## src/rtl/wo_cache_pkg.sv

```systemverilog
`timescale 1ns/1ps
package wo_cache_pkg;
  typedef enum logic [1:0] {
    LS_INV = 2'd0,
    LS_VAL = 2'd1,
    LS_RSV = 2'd2,
    LS_DRT = 2'd3
  } line_st_e;

  typedef enum logic [1:0] {
    BC_NONE  = 2'd0,
    BC_READ  = 2'd1,
    BC_WRITE = 2'd2,
    BC_WBACK = 2'd3
  } bus_cmd_e;
endpackage

```

## src/rtl/wo_line_store.sv

```systemverilog
`timescale 1ns/1ps
module wo_line_store
  import wo_cache_pkg::*;
#(
  parameter int IDX_W = 3,
  parameter int TAG_W = 9,
  parameter int DW    = 32
) (
  input  logic             clk,
  input  logic             rst_n,
  // processor-side read port
  input  logic [IDX_W-1:0] rq_idx,
  output logic [TAG_W-1:0] rq_tag,
  output line_st_e         rq_st,
  output logic [DW-1:0]    rq_data,
  // snoop-side read port (own tag copy)
  input  logic [IDX_W-1:0] sp_idx,
  output logic [TAG_W-1:0] sp_tag,
  output line_st_e         sp_st,
  output logic [DW-1:0]    sp_data,
  // request-side write port
  input  logic [IDX_W-1:0] wa_idx,
  input  logic             wa_tag_en,
  input  logic [TAG_W-1:0] wa_tag,
  input  logic             wa_st_en,
  input  line_st_e         wa_st,
  input  logic             wa_data_en,
  input  logic [DW-1:0]    wa_data,
  // snoop-side state write port (wins on a tie)
  input  logic             wb_st_en,
  input  logic [IDX_W-1:0] wb_idx,
  input  line_st_e         wb_st
);
  localparam int LINES = 1 << IDX_W;

  logic [TAG_W-1:0] cpu_tag_q [LINES];
  logic [TAG_W-1:0] snp_tag_q [LINES];
  logic [DW-1:0]    data_q    [LINES];
  line_st_e         st_q      [LINES];

  always_ff @(posedge clk or negedge rst_n) begin
    if (!rst_n) begin
      for (int i = 0; i < LINES; i++) st_q[i] <= LS_INV;
    end else begin
      if (wa_st_en) st_q[wa_idx] <= wa_st;
      if (wb_st_en) st_q[wb_idx] <= wb_st;
    end
  end

  always_ff @(posedge clk) begin
    if (wa_tag_en) begin
      cpu_tag_q[wa_idx] <= wa_tag;
      snp_tag_q[wa_idx] <= wa_tag;
    end
  end

  always_ff @(posedge clk) begin
    if (wa_data_en) data_q[wa_idx] <= wa_data;
  end

  assign rq_tag  = cpu_tag_q[rq_idx];
  assign rq_st   = st_q[rq_idx];
  assign rq_data = data_q[rq_idx];
  assign sp_tag  = snp_tag_q[sp_idx];
  assign sp_st   = st_q[sp_idx];
  assign sp_data = data_q[sp_idx];
endmodule

```

## src/rtl/wo_req_ctrl.sv

```systemverilog
`timescale 1ns/1ps
module wo_req_ctrl
  import wo_cache_pkg::*;
#(
  parameter int AW    = 12,
  parameter int DW    = 32,
  parameter int IDX_W = 3,
  localparam int TAG_W = AW - IDX_W
) (
  input  logic             clk,
  input  logic             rst_n,
  input  logic             cpu_req,
  input  logic             cpu_we,
  input  logic [AW-1:0]    cpu_addr,
  input  logic [DW-1:0]    cpu_wdata,
  output logic             cpu_ready,
  output logic [DW-1:0]    cpu_rdata,
  input  logic [TAG_W-1:0] ln_tag,
  input  line_st_e         ln_st,
  input  logic [DW-1:0]    ln_data,
  input  logic             collide,
  output logic             bm_req,
  output logic [1:0]       bm_cmd,
  output logic [AW-1:0]    bm_addr,
  output logic [DW-1:0]    bm_wdata,
  input  logic             bm_ack,
  input  logic [DW-1:0]    bm_rdata,
  output logic [IDX_W-1:0] wa_idx,
  output logic             wa_tag_en,
  output logic [TAG_W-1:0] wa_tag,
  output logic             wa_st_en,
  output line_st_e         wa_st,
  output logic             wa_data_en,
  output logic [DW-1:0]    wa_data
);
  typedef enum logic [1:0] {RQ_IDLE, RQ_WBACK, RQ_FILL, RQ_WTHRU} rq_e;

  rq_e rq_q, rq_nxt;
  logic [IDX_W-1:0] c_idx;
  logic [TAG_W-1:0] c_tag;
  logic             hit;

  assign c_idx = cpu_addr[IDX_W-1:0];
  assign c_tag = cpu_addr[AW-1:IDX_W];
  assign hit   = (ln_st != LS_INV) && (ln_tag == c_tag);

  always_ff @(posedge clk or negedge rst_n) begin
    if (!rst_n) rq_q <= RQ_IDLE;
    else        rq_q <= rq_nxt;
  end

  always_comb begin
    rq_nxt     = rq_q;
    cpu_ready  = 1'b0;
    cpu_rdata  = ln_data;
    bm_req     = 1'b0;
    bm_cmd     = BC_NONE;
    bm_addr    = cpu_addr;
    bm_wdata   = cpu_wdata;
    wa_idx     = c_idx;
    wa_tag_en  = 1'b0;
    wa_tag     = c_tag;
    wa_st_en   = 1'b0;
    wa_st      = LS_INV;
    wa_data_en = 1'b0;
    wa_data    = cpu_wdata;
    unique case (rq_q)
      RQ_IDLE: begin
        if (cpu_req && !collide) begin
          if (hit) begin
            if (!cpu_we) begin
              cpu_ready = 1'b1;
            end else if (ln_st == LS_VAL) begin
              rq_nxt = RQ_WTHRU;
            end else begin
              cpu_ready  = 1'b1;
              wa_data_en = 1'b1;
              wa_st_en   = 1'b1;
              wa_st      = LS_DRT;
            end
          end else if (ln_st == LS_DRT) begin
            rq_nxt = RQ_WBACK;
          end else begin
            rq_nxt = RQ_FILL;
          end
        end
      end
      RQ_WBACK: begin
        bm_req   = 1'b1;
        bm_cmd   = BC_WBACK;
        bm_addr  = {ln_tag, c_idx};
        bm_wdata = ln_data;
        if (bm_ack) rq_nxt = RQ_FILL;
      end
      RQ_FILL: begin
        bm_req = 1'b1;
        bm_cmd = BC_READ;
        if (bm_ack) begin
          wa_tag_en  = 1'b1;
          wa_st_en   = 1'b1;
          wa_st      = LS_VAL;
          wa_data_en = 1'b1;
          wa_data    = bm_rdata;
          rq_nxt     = RQ_IDLE;
        end
      end
      RQ_WTHRU: begin
        bm_req = 1'b1;
        bm_cmd = BC_WRITE;
        if (bm_ack) begin
          cpu_ready  = 1'b1;
          wa_st_en   = 1'b1;
          wa_st      = LS_RSV;
          wa_data_en = 1'b1;
          rq_nxt     = RQ_IDLE;
        end
      end
      default: rq_nxt = RQ_IDLE;
    endcase
  end
endmodule

```

## src/rtl/wo_snoop_ctrl.sv

```systemverilog
`timescale 1ns/1ps
module wo_snoop_ctrl
  import wo_cache_pkg::*;
#(
  parameter int AW    = 12,
  parameter int DW    = 32,
  parameter int IDX_W = 3,
  localparam int TAG_W = AW - IDX_W
) (
  input  logic             clk,
  input  logic             rst_n,
  input  logic             sn_valid,
  input  logic [1:0]       sn_cmd,
  input  logic [AW-1:0]    sn_addr,
  input  logic             cpu_req,
  input  logic [IDX_W-1:0] cpu_idx,
  output logic [IDX_W-1:0] sp_idx,
  input  logic [TAG_W-1:0] sp_tag,
  input  line_st_e         sp_st,
  input  logic [DW-1:0]    sp_data,
  output logic             collide,
  output logic             wb_st_en,
  output line_st_e         wb_st,
  output logic             sn_retry,
  output logic             sn_sup_valid,
  output logic [DW-1:0]    sn_sup_data
);
  logic          s_hit;
  logic          sup_v_q, sup_v_nxt;
  logic [DW-1:0] sup_d_q;

  assign sp_idx  = sn_addr[IDX_W-1:0];
  assign s_hit   = sn_valid && (sp_st != LS_INV) && (sp_tag == sn_addr[AW-1:IDX_W]);
  assign collide = s_hit && cpu_req && (sp_idx == cpu_idx);

  always_comb begin
    wb_st_en = 1'b0;
    wb_st    = LS_VAL;
    sn_retry = 1'b0;
    if (s_hit) begin
      unique case (sn_cmd)
        BC_READ: begin
          if (sp_st == LS_RSV || sp_st == LS_DRT) begin
            wb_st_en = 1'b1;
            wb_st    = LS_VAL;
          end
          sn_retry = (sp_st == LS_DRT);
        end
        BC_WRITE, BC_WBACK: begin
          wb_st_en = 1'b1;
          wb_st    = LS_INV;
        end
        default: wb_st_en = 1'b0;
      endcase
    end
  end

  assign sup_v_nxt = sn_retry;

  always_ff @(posedge clk or negedge rst_n) begin
    if (!rst_n) sup_v_q <= 1'b0;
    else        sup_v_q <= sup_v_nxt;
  end

  always_ff @(posedge clk) begin
    if (sn_retry) sup_d_q <= sp_data;
  end

  assign sn_sup_valid = sup_v_q;
  assign sn_sup_data  = sup_d_q;
endmodule

```

## src/rtl/wo_snoop_cache.sv

```systemverilog
`timescale 1ns/1ps
module wo_snoop_cache
  import wo_cache_pkg::*;
#(
  parameter int AW    = 12,
  parameter int DW    = 32,
  parameter int IDX_W = 3
) (
  input  logic          clk,
  input  logic          rst_n,
  input  logic          cpu_req,
  input  logic          cpu_we,
  input  logic [AW-1:0] cpu_addr,
  input  logic [DW-1:0] cpu_wdata,
  output logic          cpu_ready,
  output logic [DW-1:0] cpu_rdata,
  output logic          bm_req,
  output logic [1:0]    bm_cmd,
  output logic [AW-1:0] bm_addr,
  output logic [DW-1:0] bm_wdata,
  input  logic          bm_ack,
  input  logic [DW-1:0] bm_rdata,
  input  logic          sn_valid,
  input  logic [1:0]    sn_cmd,
  input  logic [AW-1:0] sn_addr,
  output logic          sn_retry,
  output logic          sn_sup_valid,
  output logic [DW-1:0] sn_sup_data
);
  localparam int TAG_W = AW - IDX_W;

  logic rst_s1, rst_s2;
  always_ff @(posedge clk or negedge rst_n) begin
    if (!rst_n) {rst_s2, rst_s1} <= 2'b00;
    else        {rst_s2, rst_s1} <= {rst_s1, 1'b1};
  end

  logic [TAG_W-1:0] rq_tag, sp_tag, wa_tag;
  line_st_e         rq_st, sp_st, wa_st, wb_st;
  logic [DW-1:0]    rq_data, sp_data, wa_data;
  logic [IDX_W-1:0] sp_idx, wa_idx;
  logic             wa_tag_en, wa_st_en, wa_data_en, wb_st_en, collide;

  wo_line_store #(.IDX_W(IDX_W), .TAG_W(TAG_W), .DW(DW)) u_store (
    .clk(clk), .rst_n(rst_s2),
    .rq_idx(cpu_addr[IDX_W-1:0]), .rq_tag(rq_tag), .rq_st(rq_st), .rq_data(rq_data),
    .sp_idx(sp_idx), .sp_tag(sp_tag), .sp_st(sp_st), .sp_data(sp_data),
    .wa_idx(wa_idx), .wa_tag_en(wa_tag_en), .wa_tag(wa_tag), .wa_st_en(wa_st_en),
    .wa_st(wa_st), .wa_data_en(wa_data_en), .wa_data(wa_data),
    .wb_st_en(wb_st_en), .wb_idx(sp_idx), .wb_st(wb_st)
  );

  wo_req_ctrl #(.AW(AW), .DW(DW), .IDX_W(IDX_W)) u_req (
    .clk(clk), .rst_n(rst_s2),
    .cpu_req(cpu_req), .cpu_we(cpu_we), .cpu_addr(cpu_addr), .cpu_wdata(cpu_wdata),
    .cpu_ready(cpu_ready), .cpu_rdata(cpu_rdata),
    .ln_tag(rq_tag), .ln_st(rq_st), .ln_data(rq_data), .collide(collide),
    .bm_req(bm_req), .bm_cmd(bm_cmd), .bm_addr(bm_addr), .bm_wdata(bm_wdata),
    .bm_ack(bm_ack), .bm_rdata(bm_rdata),
    .wa_idx(wa_idx), .wa_tag_en(wa_tag_en), .wa_tag(wa_tag), .wa_st_en(wa_st_en),
    .wa_st(wa_st), .wa_data_en(wa_data_en), .wa_data(wa_data)
  );

  wo_snoop_ctrl #(.AW(AW), .DW(DW), .IDX_W(IDX_W)) u_snoop (
    .clk(clk), .rst_n(rst_s2),
    .sn_valid(sn_valid), .sn_cmd(sn_cmd), .sn_addr(sn_addr),
    .cpu_req(cpu_req), .cpu_idx(cpu_addr[IDX_W-1:0]),
    .sp_idx(sp_idx), .sp_tag(sp_tag), .sp_st(sp_st), .sp_data(sp_data),
    .collide(collide), .wb_st_en(wb_st_en), .wb_st(wb_st),
    .sn_retry(sn_retry), .sn_sup_valid(sn_sup_valid), .sn_sup_data(sn_sup_data)
  );
endmodule

```

## config.mk

```make
export PLATFORM = sky130hd
export DESIGN_NAME = wo_snoop_cache
export DESIGN_NICKNAME = d
export VERILOG_FILES = /design/src/rtl/wo_cache_pkg.sv /design/src/rtl/wo_line_store.sv /design/src/rtl/wo_req_ctrl.sv /design/src/rtl/wo_snoop_ctrl.sv /design/src/rtl/wo_snoop_cache.sv
export SDC_FILE = /design/constraint.sdc
export NUM_CORES = 1
export LEC_CHECK = 0
export ABC_AREA = 1
export BUFFER_PORTS_ARGS = -buffer_cell sky130_fd_sc_hd__buf_2
export CORE_MARGIN = 3
export CORE_UTILIZATION = 40
export CTS_CLUSTER_SIZE = 20
export DETAILED_ROUTE_END_ITERATION = 12
export GPL_TIMING_DRIVEN = 0
export PLACE_DENSITY = 0.65
export SLEW_MARGIN = 25
export SYNTH_ARGS = -nofsm -noshare
export SYNTH_HDL_FRONTEND = slang
export SYNTH_HIERARCHICAL = 1
export SYNTH_SLANG_ARGS = --single-unit
```

## constraint.sdc

```tcl
create_clock -name clk -period 3.6 [get_ports clk]
set_clock_uncertainty 0.1 [all_clocks]
set_input_delay 0 -clock clk [delete_from_list [all_inputs] [get_ports clk]]
set_output_delay 0 -clock clk [all_outputs]
set_load 0.01 [all_outputs]
```

==> results.ini <==
[clocking]
ctsRootBufferMaster = clkbuf_16
cts_tree = done
cts_buffer_depth = 3
cts_buffers = 41
path_clk_slew_ns = 0.06
cts.sinks = 381
clkLatencyLatePin_ns = 0.57
ctsHtreeMaxLevel = 2

[cells_and_area]
instances_no_fill = 3489
multi_input_area_um2 = 7503
fin_nets = 2876
syn_to_final_growth_pct = 23.07
drive_gt1_share_pct = 18.63
fill_cells = 4699
seqCellArea_um2 = 11340

[logic_synthesis]
synth-xor-area-share_pct = 0.2085
synth_top_family_by_area = simple AND/OR/NAND/NOR gates
synthAdderAreaFrac_pct = 0.2978
synthTopCellsByCount = nand2_1, edfxtp_1, inv_1
yosysTopAreaCellShare_pct = 51.47
synth_edf_count = 360
synth_simple_gate_area_share_pct = 19.86
yosys-top-cells-area = edfxtp_1, nand2_1, o211ai_1, inv_1, o21ai_0
postSynth.asyncResetShare_pct = 5.512
syn-instance-count = 2408
synth_top_area_cell = edfxtp_1
synth_compound_area_share_pct = 14.74
netlist_area_um2 = 21010
synth_nets = 2509
postSynthAreaPerCell_um2 = 8.723
synth_most_common_cell = nand2_1
ys_warn_count = 6
ys_seq_elements = 381
synth.area.mux_share_pct = 0
synthFlopType = edfxtp_1
yosysSeqAreaShare_pct = 53.97
ys_types = 29

[worst_setup_path]
reg2reg_from = u_store/st_q[1]$_DFF_PN0_
critical_path_class = primary input to register
endpoint_kind = register
reg2reg_to = u_store/data_q[2][27]$_DFFE_PP_
reg2reg_slack_ns = 0.19
cp-start-kind = primary input
rr_worst_depth = 19
cp.arrival_ns = 3.63
required_ns = 3.76
worstPathMaxFanout = 14

[timing]
setup_ws_ns = 0.1301
finalSetupViolations = 0
drv_slew = 0
timing.hold.ws_ns = -0.01435
slew_headroom_pct = 35.99
final-hold-violation-count = 16
tightest_slew_ns = 0.9538
timing.fmax_mhz = 288.2
period_minus_slack_ns = 3.470
fin_crit_sh_pct = 96.39

[detailed_routing]
drt-total-wl_mm = 81.72
drc = 0
postRouteAntennaNets = 0
dr.pass1.iters = 6
viasPerCell = 5.572
drt_iter0_drc = 2791
vias = 19440
wire_per_inst_um = 23.42

[placement]
hpwlAfterDp_mm = 55.83
placed_cells_incl_taps = 3314
io_buffers = 209
gp_congestion = 0.9386
dpl_worst_slack_ns = -0.8150

[min_path]
worstHoldPathType = primary input to register
holdPathStages = 3
hold_end = u_store/data_q[7][27]$_DFFE_PP_
hold_start = bm_rdata[27]

[power]
power_mw = 13.14
vdd_drop_max_uv = 296.4
powerDensity_nw_per_um2 = 508.2
p_leak_nw = 11.38

[die]
die-height_um = 235.2
io_pins = 210
die-area_um2 = 55300
row_count = 83
die_x_um = 235.2
start_util_pct = 40.70
core_um2 = 51610

[grt]
grt_pass1_wl_mm = 116.9
grt_pass1_vias = 18940
grt_max_degree = 20
grt_use_total_pct = 28.24
antenna_found_initial = 0
grt_overflow_total = 0

[flow_run]
maxCapViolCount = 0

[outcome]
violations = negative hold slack
status = finished, violations left

==> layout by cell type, fill, tap and decap left out, drive strengths merged <==
master       synthesis  routed
nand2              979     979
o22ai                1       1
xnor2                3       3
dfrtp               21      21
o211ai             259     259
edfxtp             360     360
nor2                50      50
diode                0       2
clkbuf              31      78
inv                260     260
conb                 2       2
clkinv               2      22
xor2                 2       2
o21ai              121     121
nand3               30      30
buf                171     419
nand4               17      17
clkinvlp             0       3
nor3                 4       4
and3                 1       1
bufinv               0       5
ha                   5       5
or2                  1       1
a21oi               88      88
dlygate4sd3          0      76
==> repair_timing <==
item / 4_1_cts / 5_1_grt
endpoints found under the hold margin: 335 / 3
pin swaps: 7 / 4
hold buffers: 75 / 2
resized for setup: 1 / 18
setup endpoints to repair: 278 / 367
cloned: 0 / 1
setup buffers: 15 / 6
==> registers in the layout, summed over array words and instances (netlist names), 2 cells and up <==
signal               flops
u_req/rq_q               2
u_snoop/sn_sup_data     32
u_store/cpu_tag_q        9
u_store/data_q         256
u_store/snp_tag_q       63
u_store/st_q            16
==> metrics by stage <==
stage	setup TNS [ns]	utilization [%]	hold WS, ns	cell area [µm²]
after floorplan	-58.53	-	-0.3956	21010
after global placement	-785.64	44.38	-0.3151	22910
after detailed placement	-174.75	45.31	-0.3118	23390
after CTS	-9.374	49.79	0.01242	25700
after global routing	-0.001487	50.08	0.005430	25850
final	0	50.09	-0.01435	25850
==> how the worst max path moves through the flow <==
stage                                    from                                 to
floorplan                          sn_addr[0]     u_store/data_q[7][0]$_DFFE_PP_
global placement                   sn_addr[2]     u_store/data_q[3][6]$_DFFE_PP_
detailed placement                 sn_addr[2]     u_store/data_q[7][6]$_DFFE_PP_
CTS                 u_req/rq_q[0]$_DFFE_PN0P_  u_store/snp_tag_q[2][6]$_DFFE_PP_
global route        u_store/st_q[9]$_DFF_PN0_    u_store/data_q[2][27]$_DFFE_PP_
finish                            cpu_addr[0]    u_store/data_q[2][27]$_DFFE_PP_
==> per-layer routing <==
| metal | global-route usage [%] | up-vias | share of wire (%) |
|---|---|---|---|
| met2 | 44.82 | 1308 | 45 |
| li1 | - | 8736 | - |
| met4 | 15.47 | 0 | 5.8 |
| met5 | 0 | - | 0 |
| met1 | 35.56 | 9112 | 37 |
| met3 | 6.935 | 286 | 12 |
==> power by group <==
part | internal [mW] | switching, mW
Sequential | 5.38 | 0.135
Clock | 2.45 | 1.77
Combinational | 1.10 | 2.31
Total | 8.92 | 4.22
==> cells by family (layout without fill, tap and decap cells) <==
family	after synthesis	in the layout
simple gates	1082	1082
compound gates	469	469
other cells	2	4
flops	381	381
buf+inv	464	863
fa+ha+maj	5	5
xor+xnor	5	5
==> worst max-delay path, cell delays in order <==
cell        delay [ns]
buf_2             0.26
buf_2             0.25
clkbuf_1          0.68
o21ai_0           0.16
nand2_1           0.11
nand2_1           0.05
nand2_1           0.12
inv_1             0.05
nand2_1           0.05
nand2_1           0.07
nor2_2            0.19
nand3_1           0.15
nor2_2            0.15
nand4_1           0.15
o211ai_1          0.22
clkinvlp_4        0.27
buf_4             0.21
nor2_4            0.13
buf_12            0.15
buf_16            0.17
==> final cells by class <==
type / count / area share, %
antenna: 2 / 0.01936
buffer: 202 / 5.048
clock buffer: 47 / 4.056
clock inverter: 28 / 1.007
inverter: 262 / 3.833
multi-input combinational: 1563 / 29.03
sequential: 381 / 43.85
tap: 680 / 3.291
timing repair buffer: 324 / 9.869
No activity file was read; power rests on OpenSTA's default activity.
